File: src/rtl/ccdTagPkg.sv
package ccdTagPkg;
  localparam int POS_W  = 12;
  localparam int LINE_W = 11;

  typedef enum logic [2:0] {
    CLS_DUMMY    = 3'd0,
    CLS_MONITOR  = 3'd1,
    CLS_DARKREF  = 3'd2,
    CLS_EDGE     = 3'd3,
    CLS_ACTIVE   = 3'd4,
    CLS_DARKLINE = 3'd5
  } pixClass_e;

  // strobes handed from control to datapath in the sample cycle
  typedef struct packed {
    logic              fire;
    logic [LINE_W-1:0] line;
    logic [POS_W-1:0]  pos;
  } tagStrobe_t;
endpackage

File: src/rtl/ccdTagCtrl.sv
module ccdTagCtrl
  import ccdTagPkg::*;
#(
  parameter int LINE_SAMPLES = 2267,
  parameter int TOTAL_LINES  = 1510
) (
  input  logic       clk,
  input  logic       rstN,
  input  logic       frameStart,
  input  logic       lineStart,
  input  logic       pixStrobe,
  output tagStrobe_t ctl,
  output logic       overrun
);
  localparam logic [LINE_W-1:0] LAST_LINE = LINE_W'(TOTAL_LINES);
  localparam logic [POS_W-1:0]  LAST_POS  = POS_W'(LINE_SAMPLES);

  logic [LINE_W-1:0] lineCnt, effLine, nxtLine;
  logic              lineBad, effBad, nxtBad;
  logic [POS_W-1:0]  pixCnt, pixBase, nxtPix;
  logic              lineErr, pixErr, fire;

  always_comb begin
    // frame strobe first
    effLine = frameStart ? '0 : lineCnt;
    effBad  = frameStart ? 1'b0 : lineBad;
    nxtLine = effLine;
    nxtBad  = effBad;
    pixBase = pixCnt;
    lineErr = 1'b0;
    // then line strobe
    if (lineStart) begin
      pixBase = '0;
      if (effLine == LAST_LINE) begin
        lineErr = 1'b1;
        nxtBad  = 1'b1;
      end else begin
        nxtLine = effLine + 1'b1;
        nxtBad  = 1'b0;
      end
    end
    // then the sample itself
    fire   = 1'b0;
    pixErr = 1'b0;
    nxtPix = pixBase;
    if (pixStrobe) begin
      if (nxtLine == '0 || nxtBad || pixBase == LAST_POS) begin
        pixErr = 1'b1;
      end else begin
        fire   = 1'b1;
        nxtPix = pixBase + 1'b1;
      end
    end
  end

  assign ctl.fire = fire;
  assign ctl.line = nxtLine;
  assign ctl.pos  = nxtPix;

  always_ff @(posedge clk) begin
    if (!rstN) begin
      lineCnt <= '0;
      lineBad <= 1'b0;
      pixCnt  <= '0;
      overrun <= 1'b0;
    end else begin
      lineCnt <= nxtLine;
      lineBad <= nxtBad;
      pixCnt  <= nxtPix;
      overrun <= lineErr | pixErr;
    end
  end


  pix_bound_chk: assert property (@(posedge clk) disable iff (!rstN)
    pixCnt <= LAST_POS);


  line_bound_chk: assert property (@(posedge clk) disable iff (!rstN)
    lineCnt <= LAST_LINE);


  line_open_chk: assert property (@(posedge clk) disable iff (!rstN)
    (lineStart && !frameStart && !lineBad && lineCnt != LAST_LINE) |=> (lineCnt == $past(lineCnt) + 1'b1));
endmodule

File: src/rtl/ccdTagPath.sv
module ccdTagPath
  import ccdTagPkg::*;
#(
  parameter int DATA_W     = 16,
  parameter int LEAD_DUMMY = 8,
  parameter int LEAD_GAP   = 3,
  parameter int LEAD_DARK  = 34,
  parameter int ACT_COLS   = 2184,
  parameter int TRAIL_DARK = 34,
  parameter int TRAIL_GAP  = 2,
  parameter int TOP_DARK   = 34,
  parameter int ACT_ROWS   = 1472,
  parameter int BOT_DARK   = 4,
  parameter int ZONE_COL0  = 320,
  parameter int ZONE_COLS  = 1544,
  parameter int ZONE_ROW0  = 216,
  parameter int ZONE_ROWS  = 1040
) (
  input  logic              clk,
  input  logic              rstN,
  input  tagStrobe_t        ctl,
  input  logic [DATA_W-1:0] pixData,
  output logic              outValid,
  output logic [DATA_W-1:0] outData,
  output logic [2:0]        outClass,
  output logic              outSof,
  output logic              outSol,
  output logic              outEol,
  output logic              inZone,
  output logic [POS_W-1:0]  actCol,
  output logic [LINE_W-1:0] actRow
);
  // serial register layout, 1-based positions
  localparam int MON_L_I  = LEAD_DUMMY + 1;
  localparam int DARK_L_I = MON_L_I + LEAD_GAP + 1;
  localparam int ACT0_I   = DARK_L_I + LEAD_DARK;
  localparam int ACT1_I   = ACT0_I + ACT_COLS - 1;
  localparam int MON_R_I  = ACT1_I + TRAIL_DARK + 1;
  localparam int LAST_I   = MON_R_I + TRAIL_GAP;

  localparam logic [POS_W-1:0] MON_L  = POS_W'(MON_L_I);
  localparam logic [POS_W-1:0] DARK_L = POS_W'(DARK_L_I);
  localparam logic [POS_W-1:0] ACT0   = POS_W'(ACT0_I);
  localparam logic [POS_W-1:0] ACT1   = POS_W'(ACT1_I);
  localparam logic [POS_W-1:0] EDGE_C = POS_W'(ACT1_I + 1);
  localparam logic [POS_W-1:0] MON_R  = POS_W'(MON_R_I);
  localparam logic [POS_W-1:0] LASTP  = POS_W'(LAST_I);
  localparam logic [POS_W-1:0] COL_OFS = POS_W'(ACT0_I - 1);
  localparam logic [POS_W-1:0] ZC0    = POS_W'(ZONE_COL0);
  localparam logic [POS_W-1:0] ZC1    = POS_W'(ZONE_COL0 + ZONE_COLS - 1);
  localparam logic [POS_W-1:0] NCOLS  = POS_W'(ACT_COLS);

  // frame layout, 1-based lines
  localparam logic [LINE_W-1:0] ROW0    = LINE_W'(TOP_DARK + 1);
  localparam logic [LINE_W-1:0] ROW1    = LINE_W'(TOP_DARK + ACT_ROWS);
  localparam logic [LINE_W-1:0] TOP_EDG = LINE_W'(TOP_DARK);
  localparam logic [LINE_W-1:0] ROW_OFS = LINE_W'(TOP_DARK);
  localparam logic [LINE_W-1:0] ZR0     = LINE_W'(ZONE_ROW0);
  localparam logic [LINE_W-1:0] ZR1     = LINE_W'(ZONE_ROW0 + ZONE_ROWS - 1);
  localparam logic [LINE_W-1:0] NROWS   = LINE_W'(ACT_ROWS);

  logic              activeLine, topEdge, botEdge, edgeLine;
  logic              dummyPos, monPos, isAct, zoneHit;
  pixClass_e         cls;
  logic [POS_W-1:0]  colIdx;
  logic [LINE_W-1:0] rowIdx;

  assign activeLine = (ctl.line >= ROW0) && (ctl.line <= ROW1);
  assign topEdge    = (TOP_DARK > 0) && (ctl.line == TOP_EDG);

  generate
    if (BOT_DARK > 0) begin : gBotEdge
      assign botEdge = (ctl.line == ROW1 + 1'b1);
    end else begin : gNoBotEdge
      assign botEdge = 1'b0;
    end
  endgenerate

  assign edgeLine = topEdge | botEdge;
  assign monPos   = (ctl.pos == MON_L) || (ctl.pos == MON_R);
  assign dummyPos = ((ctl.pos < DARK_L) && (ctl.pos != MON_L)) || (ctl.pos > MON_R);

  always_comb begin
    if (activeLine) begin
      if (monPos)                cls = CLS_MONITOR;
      else if (dummyPos)         cls = CLS_DUMMY;
      else if (ctl.pos < ACT0)   cls = CLS_DARKREF;
      else if (ctl.pos <= ACT1)  cls = CLS_ACTIVE;
      else if (ctl.pos == EDGE_C) cls = CLS_EDGE;
      else                       cls = CLS_DARKREF;
    end else begin
      if (dummyPos)              cls = CLS_DUMMY;
      else if (edgeLine)         cls = CLS_EDGE;
      else                       cls = CLS_DARKLINE;
    end
  end

  assign isAct   = (cls == CLS_ACTIVE);
  assign colIdx  = isAct ? (ctl.pos - COL_OFS) : '0;
  assign rowIdx  = isAct ? (ctl.line - ROW_OFS) : '0;
  assign zoneHit = isAct && (colIdx >= ZC0) && (colIdx <= ZC1)
                         && (rowIdx >= ZR0) && (rowIdx <= ZR1);

  always_ff @(posedge clk) begin
    if (!rstN || !ctl.fire) begin
      outValid <= 1'b0;
      outData  <= '0;
      outClass <= CLS_DUMMY;
      outSof   <= 1'b0;
      outSol   <= 1'b0;
      outEol   <= 1'b0;
      inZone   <= 1'b0;
      actCol   <= '0;
      actRow   <= '0;
    end else begin
      outValid <= 1'b1;
      outData  <= pixData;
      outClass <= cls;
      outSof   <= (ctl.pos == POS_W'(1)) && (ctl.line == LINE_W'(1));
      outSol   <= (ctl.pos == POS_W'(1));
      outEol   <= (ctl.pos == LASTP);
      inZone   <= zoneHit;
      actCol   <= colIdx;
      actRow   <= rowIdx;
    end
  end


  idx_zero_chk: assert property (@(posedge clk) disable iff (!rstN)
    !(outValid && outClass == CLS_ACTIVE) |-> (actCol == '0 && actRow == '0));


  idx_range_chk: assert property (@(posedge clk) disable iff (!rstN)
    (outValid && outClass == CLS_ACTIVE) |->
      (actCol != '0 && actCol <= NCOLS && actRow != '0 && actRow <= NROWS));


  zone_active_chk: assert property (@(posedge clk) disable iff (!rstN)
    inZone |-> (outValid && outClass == CLS_ACTIVE));


  sof_sol_chk: assert property (@(posedge clk) disable iff (!rstN)
    outSof |-> (outSol && outValid));


  mark_valid_chk: assert property (@(posedge clk) disable iff (!rstN)
    (outSol || outEol) |-> outValid);


  class_code_chk: assert property (@(posedge clk) disable iff (!rstN)
    outValid |-> (outClass <= 3'd5));
endmodule

File: src/rtl/ccdRegionTagger.sv
module ccdRegionTagger
  import ccdTagPkg::*;
#(
  parameter int DATA_W     = 16,
  parameter int LEAD_DUMMY = 8,
  parameter int LEAD_GAP   = 3,
  parameter int LEAD_DARK  = 34,
  parameter int ACT_COLS   = 2184,
  parameter int TRAIL_DARK = 34,
  parameter int TRAIL_GAP  = 2,
  parameter int TOP_DARK   = 34,
  parameter int ACT_ROWS   = 1472,
  parameter int BOT_DARK   = 4,
  parameter int ZONE_COL0  = 320,
  parameter int ZONE_COLS  = 1544,
  parameter int ZONE_ROW0  = 216,
  parameter int ZONE_ROWS  = 1040
) (
  input  logic              clk,
  input  logic              rstN,
  input  logic              frameStart,
  input  logic              lineStart,
  input  logic              pixStrobe,
  input  logic [DATA_W-1:0] pixData,
  output logic              outValid,
  output logic [DATA_W-1:0] outData,
  output logic [2:0]        outClass,
  output logic              outSof,
  output logic              outSol,
  output logic              outEol,
  output logic              inZone,
  output logic [11:0]       actCol,
  output logic [10:0]       actRow,
  output logic              overrun
);
  localparam int LINE_SAMPLES = LEAD_DUMMY + 1 + LEAD_GAP + LEAD_DARK + ACT_COLS
                              + TRAIL_DARK + 1 + TRAIL_GAP;
  localparam int TOTAL_LINES  = TOP_DARK + ACT_ROWS + BOT_DARK;

  tagStrobe_t ctl;

  ccdTagCtrl #(
    .LINE_SAMPLES(LINE_SAMPLES),
    .TOTAL_LINES (TOTAL_LINES)
  ) uCtrl (
    .clk       (clk),
    .rstN      (rstN),
    .frameStart(frameStart),
    .lineStart (lineStart),
    .pixStrobe (pixStrobe),
    .ctl       (ctl),
    .overrun   (overrun)
  );

  ccdTagPath #(
    .DATA_W    (DATA_W),
    .LEAD_DUMMY(LEAD_DUMMY),
    .LEAD_GAP  (LEAD_GAP),
    .LEAD_DARK (LEAD_DARK),
    .ACT_COLS  (ACT_COLS),
    .TRAIL_DARK(TRAIL_DARK),
    .TRAIL_GAP (TRAIL_GAP),
    .TOP_DARK  (TOP_DARK),
    .ACT_ROWS  (ACT_ROWS),
    .BOT_DARK  (BOT_DARK),
    .ZONE_COL0 (ZONE_COL0),
    .ZONE_COLS (ZONE_COLS),
    .ZONE_ROW0 (ZONE_ROW0),
    .ZONE_ROWS (ZONE_ROWS)
  ) uPath (
    .clk     (clk),
    .rstN    (rstN),
    .ctl     (ctl),
    .pixData (pixData),
    .outValid(outValid),
    .outData (outData),
    .outClass(outClass),
    .outSof  (outSof),
    .outSol  (outSol),
    .outEol  (outEol),
    .inZone  (inZone),
    .actCol  (actCol),
    .actRow  (actRow)
  );


  overrun_drop_chk: assert property (@(posedge clk) disable iff (!rstN)
    overrun |-> !outValid);
endmodule

File: config.mk
export PLATFORM = sky130hd
export DESIGN_NAME = ccdRegionTagger
export DESIGN_NICKNAME = d
export VERILOG_FILES = /design/src/rtl/ccdTagPkg.sv /design/src/rtl/ccdTagCtrl.sv /design/src/rtl/ccdTagPath.sv /design/src/rtl/ccdRegionTagger.sv
export SDC_FILE = /design/constraint.sdc
export NUM_CORES = 1
export LEC_CHECK = 0
export ABC_AREA = 1
export BUFFER_PORTS_ARGS = -buffer_cell sky130_fd_sc_hd__buf_2
export CORE_MARGIN = 2
export CORE_UTILIZATION = 51
export CTS_CLUSTER_SIZE = 30
export DETAILED_ROUTE_END_ITERATION = 16
export PLACE_DENSITY = 0.76
export SLEW_MARGIN = 20
export SYNTH_ARGS = -nofsm -noshare
export SYNTH_HDL_FRONTEND = slang
export SYNTH_SLANG_ARGS = --single-unit
File: constraint.sdc
create_clock -name clk -period 3 [get_ports clk]
set_clock_uncertainty 0.15 [all_clocks]
set_input_delay 0.15 -clock clk [delete_from_list [all_inputs] [get_ports clk]]
set_output_delay 0.15 -clock clk [all_outputs]
set_load 0.1 [all_outputs]
==> results_dict.tcl, run 1 <==
set metrics [dict create \
    dr.pass1.iters 5 \
    hold_end "uPath.outValid$_DFF_P_" \
    clockPowerShare_pct 33.2 \
    ys_types 43 \
    postLayoutCoreUtil_pct 84.89 \
    grt_max_degree 26 \
    grt_overflow 0 \
    cts_buffers 9 \
    place_congestion 0.9476 \
    die-area_um2 8827 \
    ys_ff_latch 72 \
    critPathMostFrequentCell "nand2_2" \
    violations "negative setup slack" \
    start_util_pct 53.13 \
    via_count 5421 \
    p_seq_share_pct 41.0 \
    fin_crit_sh_pct 122.9 \
    slew_headroom_pct 65.70 \
    clk_pin_slew_ns 0.10 \
    r2r_slack_ns -0.69 \
    rr_startpoint "uCtrl.lineCnt[1]$_SDFF_PN0_" \
    cp.required_ns 3.18 \
    stdcell_area_um2 6594 \
    whs_ns 0.06558 \
    grt_pass1_wl_um 24720 \
    rows 32 \
    core_area_um2 7767 \
    maxCapViolations 0 \
    grt_pass1_vias 5148 \
    ios 69 \
    drc 0 \
    die-height_um 93.95 \
    tightest_slew_ns 0.5180 \
    drt.antenna.violating_nets 0 \
    end_kind "flop" \
    cts_tree "built" \
    ys.flop_type "dfxtp_1" \
    crit_path_max_incr_delay_ns 0.34 \
    reg2reg_depth 30 \
    cp-start-kind "flop" \
    r2r_end "uPath.inZone$_SDFF_PN0_" \
    final_nets 899 \
    path_class "reg -> reg" \
    switching_share_pct 36.12 \
    wl_per_cell_um 17.34 \
    antenna_cells 0 \
    powerDensity_nw_per_um2 363.1 \
    cts_max_level 3 \
    routed_wl_um 17010 \
    drt-initial-drc-count 442 \
    grt_usage_pct 36.17 \
    via_per_inst 5.526 \
    drive_above_1_share_pct 45.16 \
    dieWidth_um 93.95 \
    p_int_mw 1.530 \
    fin_ws_ns -0.6855 \
    syn_avg_cell_area_um2 6.677 \
    synth_top_cell_by_area "dfxtp_1" \
    fillers 419 \
    fmax_ghz 0.2713 \
    crit_arrival_ns 3.86 \
    ys_seq_area_share_pct 34.93 \
    ir_drop_v 0.0002457 \
    pwr-share-comb_pct 25.9 \
    hp-start "rstN" \
    clockBufferDepth 2 \
    cp_max_fo 7 \
    finalSetupTns_ns -15.45 \
    hold_depth 4 \
    maxSlewViolCount 0 \
    mappedNetlistNets 643 \
    ys_warn_count 0 \
    port_buffers 68 \
    syn_inst 618 \
    synth_top_area_share_pct 34.93 \
    yosys-top-cells-area "dfxtp_1, nand2_1, nor2_1" \
    setup_viol 30 \
    clkLatencyLatePin_ns 0.39 \
    synth-edff-count 0 \
    async_flop_share_pct 0 \
    hold_viol 0 \
    cts_sinks 72 \
    p_sw_mw 0.8648 \
    area_growth_syn_to_layout_pct 59.79 \
    antenna_found_initial 0 \
    slowest_stage "dfxtp_2" \
    rsz0062_at_grt "yes" \
    syn-cell-area_um2 4126 \
    finalWorstPathRequiredPeriod_ns 3.686 \
    leakagePower_nw 3.475 \
    cts_root_buf "clkbuf_8" \
    min_path_type "in -> reg" \
    placed_area_um2 5644 \
    dp_hpwl_um 9620 \
    outcome "finished with violations" \
]
==> kinds of logic after synthesis <==
family	share of synthesized area, %
adder cells (fa/ha/maj)	1.213
buffers and inverters	11.04
flip-flops	34.93
AND/OR/NAND/NOR	45.48
XOR/XNOR	3.184
AO/OA/AOI/OAI	4.154
==> how the worst max path moves through the flow <==
stage / from / end / slack [ns] / cells past startpoint
2_1_floorplan: uCtrl.lineCnt[1]$_SDFF_PN0_ / uPath.actCol[2]$_SDFF_PN0_ / -0.09 / 27
3_3_place_gp: uCtrl.lineCnt[1]$_SDFF_PN0_ / uPath.inZone$_SDFF_PN0_ / -0.42 / 28
3_5_place_dp: uCtrl.lineCnt[1]$_SDFF_PN0_ / uPath.inZone$_SDFF_PN0_ / -0.53 / 31
4_1_cts: uCtrl.lineCnt[1]$_SDFF_PN0_ / uPath.inZone$_SDFF_PN0_ / -0.39 / 30
5_1_grt: uCtrl.lineCnt[1]$_SDFF_PN0_ / uPath.inZone$_SDFF_PN0_ / -0.94 / 30
6_report: uCtrl.lineCnt[1]$_SDFF_PN0_ / uPath.inZone$_SDFF_PN0_ / -0.69 / 30
==> timing repair <==
item | in CTS | in global routing
hold endpoints to repair | 17 | 0
gates cloned | 2 | 0
setup endpoints to repair | 30 | 46
setup buffers | 13 | 9
pin swaps | 12 | 31
gates resized for setup | 57 | 46
hold buffers | 17 | 0
==> state kept, by name, summed over array words and instances, names as in the netlist <==
name,count
uCtrl.lineBad,1
uCtrl.lineCnt,11
uCtrl.overrun,1
uCtrl.pixCnt,12
uPath.actCol,12
uPath.actRow,11
uPath.inZone,1
uPath.outClass,3
uPath.outData,16
uPath.outEol,1
uPath.outSof,1
uPath.outSol,1
uPath.outValid,1
==> worst max-delay path: cells and delay by family (launching register included) <==
kind	cells	cell delay (ns)
adders and majority gates	1	0.14
buffers and inverters	5	0.38
AOI/OAI and AO/OA	1	0.13
and+or+nand+nor	23	2.48
DFF	1	0.34
==> through the flow <==
step                setup WS (ns)  power (mW)  instances
CTS                       -0.3863       2.282        972
detailed placement        -0.5294       1.477        924
global placement          -0.4196       1.465        924
floorplan                -0.08512       1.284        618
finish                    -0.6855       2.394        981
global route              -0.9373       2.452        981
==> synthesized netlist by cell type (all sizes together), types with 2 or more instances <==
cell type and number:
nand2 162, nor2 123, inv 98, dfxtp 72
nand3 67, a21oi 14, nand4 13, nor3 13
xor2 13, buf 9, o21ai 7, ha 4
clkbuf 3, nand3b 3, and3 2, clkinv 2
nor4 2, o211ai 2, o21bai 2, xnor2 2
==> per-layer routing <==
layer | part of all wire (%) | track usage (%) | up-vias | wire (um)
li1 | - | - | 2437 | -
met1 | 35 | 40.24 | 2433 | 5995
met2 | 49 | 64.46 | 404 | 8366
met3 | 8.1 | 7.544 | 147 | 1382
met4 | 7.5 | 18.84 | 0 | 1268
met5 | 0 | 0 | - | 0
==> placed cells by master, fill, tap and decap left out, types with 2 or more instances in the layout <==
cell / n
o211ai_1: 2
nand3b_1: 2
nand2_1: 115
buf_6: 7
nor3_2: 5
o21ai_2: 3
clkbuf_8: 9
and3_1: 2
nand2_4: 16
buf_2: 68
nand3_4: 8
inv_1: 77
dlygate4sd3_1: 17
xnor2_1: 2
nand2_2: 30
inv_2: 18
a21oi_1: 6
nand3_2: 16
nand3_1: 43
nor2_2: 11
nor3_4: 2
a21oi_2: 8
nor2_4: 13
nor4_1: 2
o21ai_0: 3
ha_1: 3
nor3_1: 6
o21bai_1: 2
nand4_1: 12
dfxtp_1: 71
buf_4: 163
nor2_1: 98
clkinv_1: 2
clkinvlp_4: 2
xor2_1: 13
inv_4: 3
inv_6: 4
==> final cells by class <==
class / count / area [um2] / area share (%)
Multi-Input combinational cell: 434 / 2608 / 39.54
Timing Repair Buffer: 257 / 1848 / 28.03
Sequential cell: 72 / 1443 / 21.88
Inverter: 100 / 382.9 / 5.806
Tap cell: 102 / 127.6 / 1.935
Clock buffer: 9 / 123.9 / 1.879
Clock inverter: 7 / 61.31 / 0.9298
==> power by group through the flow <==
stage	clock network [mW]	registers, mW	logic [mW]
after floorplan	0	1.08	0.206
after global placement	0	1.00	0.463
after detailed placement	0	1.00	0.475
after CTS	0.763	0.980	0.539
after global routing	0.819	0.983	0.650
final	0.794	0.981	0.619
Note: power is estimated with default switching activity, not from simulation.
==> run 2, diff against run 1 <==
GPL_TIMING_DRIVEN = 0   (was not set)
==> run 2 against run 1 <==
The run still ends with negative setup slack left. Combinational power decreased by 7.6%. Setup slack got worse by 0.098 ns. Cell count decreased by 9.3%. Worst hold slack got worse by 0.047 ns. Clock-buffer cell count unchanged. Routed wire length decreased by 15%. Sequential cell count unchanged. First-iteration DRC count decreased by 17%. Final area decreased by 10%. Via count decreased by 11%. Critical path depth decreased by 6. Largest cell class unchanged.
==> results_dict.tcl, run 2 (same netlist as run 1, synthesis figures left out) <==
set metrics [dict create \
    area_growth_syn_to_layout_pct 43.57 \
    postLayoutCoreUtil_pct 76.27 \
    cp_max_fo 10 \
    grt_pass1_vias 4333 \
    clk_pin_slew_ns 0.08 \
    ir_drop_v 0.0002417 \
    grt_pass1_wl_um 19730 \
    clockBufferDepth 2 \
    routed_wl_um 14380 \
    drt.antenna.violating_nets 0 \
    start_util_pct 53.13 \
    fin_crit_sh_pct 126.1 \
    outcome "finished with violations" \
    cp.required_ns 3.10 \
    clkLatencyLatePin_ns 0.37 \
    port_buffers 68 \
    startpoint "lineStart" \
    wl_per_cell_um 16.15 \
    end_kind "flop" \
    fin_ws_ns -0.7831 \
    cts_root_buf "clkbuf_8" \
    drc 0 \
    final_nets 807 \
    top_register "uPath.outData" \
    maxCapViolations 0 \
    rr_startpoint "uCtrl.pixCnt[0]$_SDFF_PN0_" \
    path_class "in -> reg" \
    cp-start-kind "primary input" \
    top_regs "uPath.outData: 16 flops, uCtrl.pixCnt: 12 flops, uPath.actCol: 12 flops" \
    leakagePower_nw 3.063 \
    slew_headroom_pct 63.21 \
    via_count 4804 \
    setup_viol 35 \
    tightest_slew_ns 0.5519 \
    grt_usage_pct 28.47 \
    drt-initial-drc-count 368 \
    rsz0062_at_grt "yes" \
    crit_arrival_ns 3.89 \
    final_common_cell "nand2_1" \
    cts_buffers 9 \
    die-area_um2 8827 \
    hold_viol 0 \
    ios 69 \
    dp_hpwl_um 8049 \
    min_path_type "in -> reg" \
    die-height_um 93.95 \
    cts_max_level 3 \
    maxSlewViolCount 0 \
    finalWorstPathRequiredPeriod_ns 3.783 \
    antenna_found_initial 0 \
    drive_above_1_share_pct 37.87 \
    hp-start "rstN" \
    fmax_ghz 0.2643 \
    via_per_inst 5.398 \
    place_congestion 0.9423 \
    core_area_um2 7767 \
    powerDensity_nw_per_um2 398.2 \
    final_cell_mix "nand2_1, nor2_1, inv_1" \
    cts_sinks 72 \
    largest_register_ffs 16 \
    cts_tree "built" \
    rows 32 \
    violations "negative setup slack" \
    grt_max_degree 15 \
    dr.pass1.iters 5 \
    power_mw 2.359 \
    dieWidth_um 93.95 \
    grt_overflow 0 \
]
## run 2: metrics by stage
| step | area (um2) | hold WS, ns | setup slack, ns | TNS [ns] | instances |
|---|---|---|---|---|---|
| floorplan | 4131 | 0.1122 | -0.08512 | -1.114 | 618 |
| global placement | 4599 | 0.2133 | -0.7901 | -22.13 | 788 |
| detailed placement | 4599 | 0.2185 | -0.8471 | -23.88 | 788 |
| CTS | 5428 | 0.001189 | -0.4911 | -13.21 | 853 |
| global route | 5922 | 0.04350 | -0.9399 | -26.33 | 889 |
| finish | 5924 | 0.01868 | -0.7831 | -20.90 | 890 |
## run 2: report_power, final
part | switching [mW] | internal, mW
sequential | 0.00732 | 0.974
combinational | 0.364 | 0.207
clock | 0.413 | 0.394
total | 0.785 | 1.57
## run 2: final timing paths
kind	end	slack (ns)	depth (start not counted)
worst min-delay path	uCtrl.lineCnt[3]$_SDFF_PN0_	0.02	3
worst min register to register	uCtrl.lineBad$_SDFF_PN0_	0.35	2
worst max register to register	uPath.inZone$_SDFF_PN0_	-0.78	22
worst max-delay path	uPath.inZone$_SDFF_PN0_	-0.78	24
## run 2: area by class of cell
class,count,area (um2)
clock inverter,7,80.08
fill,542,1843
clock buffer,9,123.9
multi-input combinational,434,2590
sequential,72,1445
tap,102,127.6
buffer,12,102.6
timing repair buffer,153,1059
inverter,100,394.1
antenna,1,2.502
## run 2: repair_timing
item	in CTS	in global routing
gates cloned	2	0
hold buffers	16	0
setup buffers	31	36
hold endpoints to repair	16	0
pin swaps	31	41
endpoints found under the setup margin	45	46
gates resized for setup	52	60
## run 2: layer usage
layer	GRT usage (%)	wire [um]	share of wire, %	vias to the layer above
met3	5.297	987	6.9	77
met4	14.01	707	4.9	0
li1	-	-	-	2253
met5	0	0	0	-
met1	32.53	5255	37	2202
met2	50.60	7425	52	272
## run 2: critical path, cell delays in order
cell	delay, ns
buf_2	0.11
buf_2	0.20
buf_2	0.23
nor2_1	0.40
ha_1	0.40
nand4_1	0.12
nor2_1	0.21
a21oi_4	0.14
clkbuf_4	0.25
nand3_1	0.13
nand3_1	0.11
nand2_2	0.16
inv_2	0.08
nand2_1	0.08
nor2_2	0.06
nand2_2	0.09
inv_2	0.06
nand2_1	0.09
nand3_2	0.13
nor2_4	0.24
buf_4	0.16
nand2_4	0.05
nor3_1	0.14
a21oi_1	0.09
==> run 3, diff against run 2 <==
CELL_PAD_IN_SITES_DETAIL_PLACEMENT = 0   (was not set)
CELL_PAD_IN_SITES_GLOBAL_PLACEMENT = 1   (was not set)
CORE_UTILIZATION = 36   (was 51)
PLACE_DENSITY = not set   (was 0.76)
PLACE_DENSITY_LB_ADDON = 0.1   (was not set)
==> run 3 against run 2 <==
The run still ends with negative setup slack left. Clock-buffer cell count unchanged. Cell count rose by 2.2%. Critical path depth increased by 2. Global-route usage fell by 8.4 points. Setup slack better by 0.27 ns. Worst hold slack better by 0.027 ns. Maximum frequency is 7.8% higher. Combinational power is 14% lower. Sequential power hardly changed. Final area up 0.27%. Critical path type is now reg -> reg.
==> results_dict.tcl, run 3 (same netlist as run 1, synthesis figures left out) <==
set metrics [dict create \
    power_mw 2.651 \
    cts_max_level 3 \
    drive_above_1_share_pct 37.29 \
    drt-initial-drc-count 202 \
    cp.required_ns 3.13 \
    leakagePower_nw 3.004 \
    cp-start-kind "flop" \
    end_kind "flop" \
    fillers 1123 \
    powerDensity_nw_per_um2 446.2 \
    drt.antenna.violating_nets 0 \
    setup_viol 28 \
    dp_hpwl_um 8702 \
    start_util_pct 36.45 \
    stdcell_area_um2 5941 \
    routed_wl_um 12300 \
    slowest_stage "dfxtp_1" \
    cts_sinks 72 \
    antenna_cells 0 \
    core_area_um2 11320 \
    die-height_um 111.1 \
    grt_max_degree 15 \
    top_register "uPath.outData" \
    multi_input_area_um2 2579 \
    drc 0 \
    crit_path_max_incr_delay_ns 0.37 \
    cts_root_buf "clkbuf_16" \
    top_regs "uPath.outData: 16 flops, uCtrl.pixCnt: 12 flops, uPath.actCol: 12 flops" \
    finalWorstPathRequiredPeriod_ns 3.510 \
    slew_headroom_pct 61.61 \
    fin_ws_ns -0.5101 \
    outcome "finished with violations" \
    whs_ns 0.04583 \
    rsz0062_at_grt "yes" \
    maxSlewViolCount 0 \
    cts_buffers 9 \
    fmax_ghz 0.2849 \
    fin_crit_sh_pct 117.0 \
    hold_viol 0 \
    dr.pass1.iters 5 \
    clkLatencyLatePin_ns 0.34 \
    antenna_found_initial 0 \
    grt_overflow 0 \
    cts_tree "built" \
    cp_max_fo 5 \
    clockBufferDepth 2 \
    via_count 4300 \
    placed_area_um2 4651 \
    crit_arrival_ns 3.64 \
    ir_drop_v 0.0004490 \
    rows 39 \
    ios 69 \
    seq_area_um2 1446 \
    clk_pin_slew_ns 0.06 \
    place_congestion 0.9088 \
    pre_cts_ws_ns -0.9101 \
    via_per_inst 4.725 \
    wl_per_cell_um 13.52 \
    final_cell_mix "nand2_1, nor2_1, inv_1" \
    min_path_type "in -> reg" \
    final_nets 787 \
    largest_register_ffs 16 \
    die-area_um2 12330 \
    grt_pass1_wl_um 19860 \
    area_growth_syn_to_layout_pct 43.97 \
    port_buffers 68 \
    grt_usage_pct 20.06 \
    violations "negative setup slack" \
    tightest_slew_ns 0.5759 \
    path_class "reg -> reg" \
    final_common_cell "nand2_1" \
    grt_pass1_vias 4105 \
    maxCapViolations 0 \
    dieWidth_um 111.1 \
]
-- run 3: cell types whose count changed in the layout (fill, tap and decap cells not counted), moves of 7 or more --
cell,before,now
a21oi_1,13,6
a21oi_2,0,7
buf_4,61,45
clkbuf_16,0,9
clkbuf_8,9,0
nand2_2,25,32
-- run 3: metrics by stage --
step	utilization, %	setup TNS (ns)	std cells
global route	52.48	-19.93	910
finish	52.48	-11.14	910
global placement	41.08	-27.06	829
floorplan	-	-1.114	618
detailed placement	41.08	-27.92	829
CTS	50.12	-11.57	899
-- run 3: path summary, 6_finish.rpt --
kind | from | endpoint | slack (ns) | depth (start not counted)
max | uCtrl.lineCnt[5]$_SDFF_PN0_ | uPath.actRow[4]$_SDFF_PN0_ | -0.51 | 26
min | rstN | uCtrl.overrun$_SDFF_PN0_ | 0.05 | 3
max reg2reg | uCtrl.lineCnt[5]$_SDFF_PN0_ | uPath.actRow[4]$_SDFF_PN0_ | -0.51 | 26
min reg2reg | uCtrl.lineBad$_SDFF_PN0_ | uCtrl.lineBad$_SDFF_PN0_ | 0.36 | 2
-- run 3: worst max-delay path, delay by kind of cell (launching register included) --
kind	cells	cell delay, ns
buffers and inverters	8	0.93
AOI/OAI and AO/OA	1	0.13
DFF	1	0.37
and+or+nand+nor	17	1.85
-- run 3: final cells by class --
| class | count | area share [%] |
|---|---|---|
| Clock inverter | 7 | 1.748 |
| Multi-Input combinational cell | 434 | 43.41 |
| Sequential cell | 72 | 24.35 |
| Buffer | 12 | 1.622 |
| Inverter | 100 | 6.445 |
| Clock buffer | 9 | 3.791 |
| Timing Repair Buffer | 133 | 15.63 |
| Tap cell | 143 | 3.012 |
-- run 3: layer usage --
metal	global-route usage [%]	wire (um)	share of wire [%]
met2	35.58	6340	52
met1	24.58	5362	44
met3	4.265	470	3.8
met4	5.597	129	1.0
met5	0	0	0
-- run 3: power by group --
group	total [mW]	internal (mW)	switching (mW)
sequential	0.981	0.975	0.00565
combinational	0.492	0.168	0.324
clock	1.18	0.738	0.441
total	2.65	1.88	0.770
-- run 3: what timing repair did --
item / CTS / global route
setup buffers: 35 / 11
hold buffers: 16 / 0
pin swaps: 18 / 25
endpoints found under the setup margin: 45 / 40
gates cloned: 3 / 0
gates resized for setup: 56 / 51
hold endpoints to repair: 16 / 0
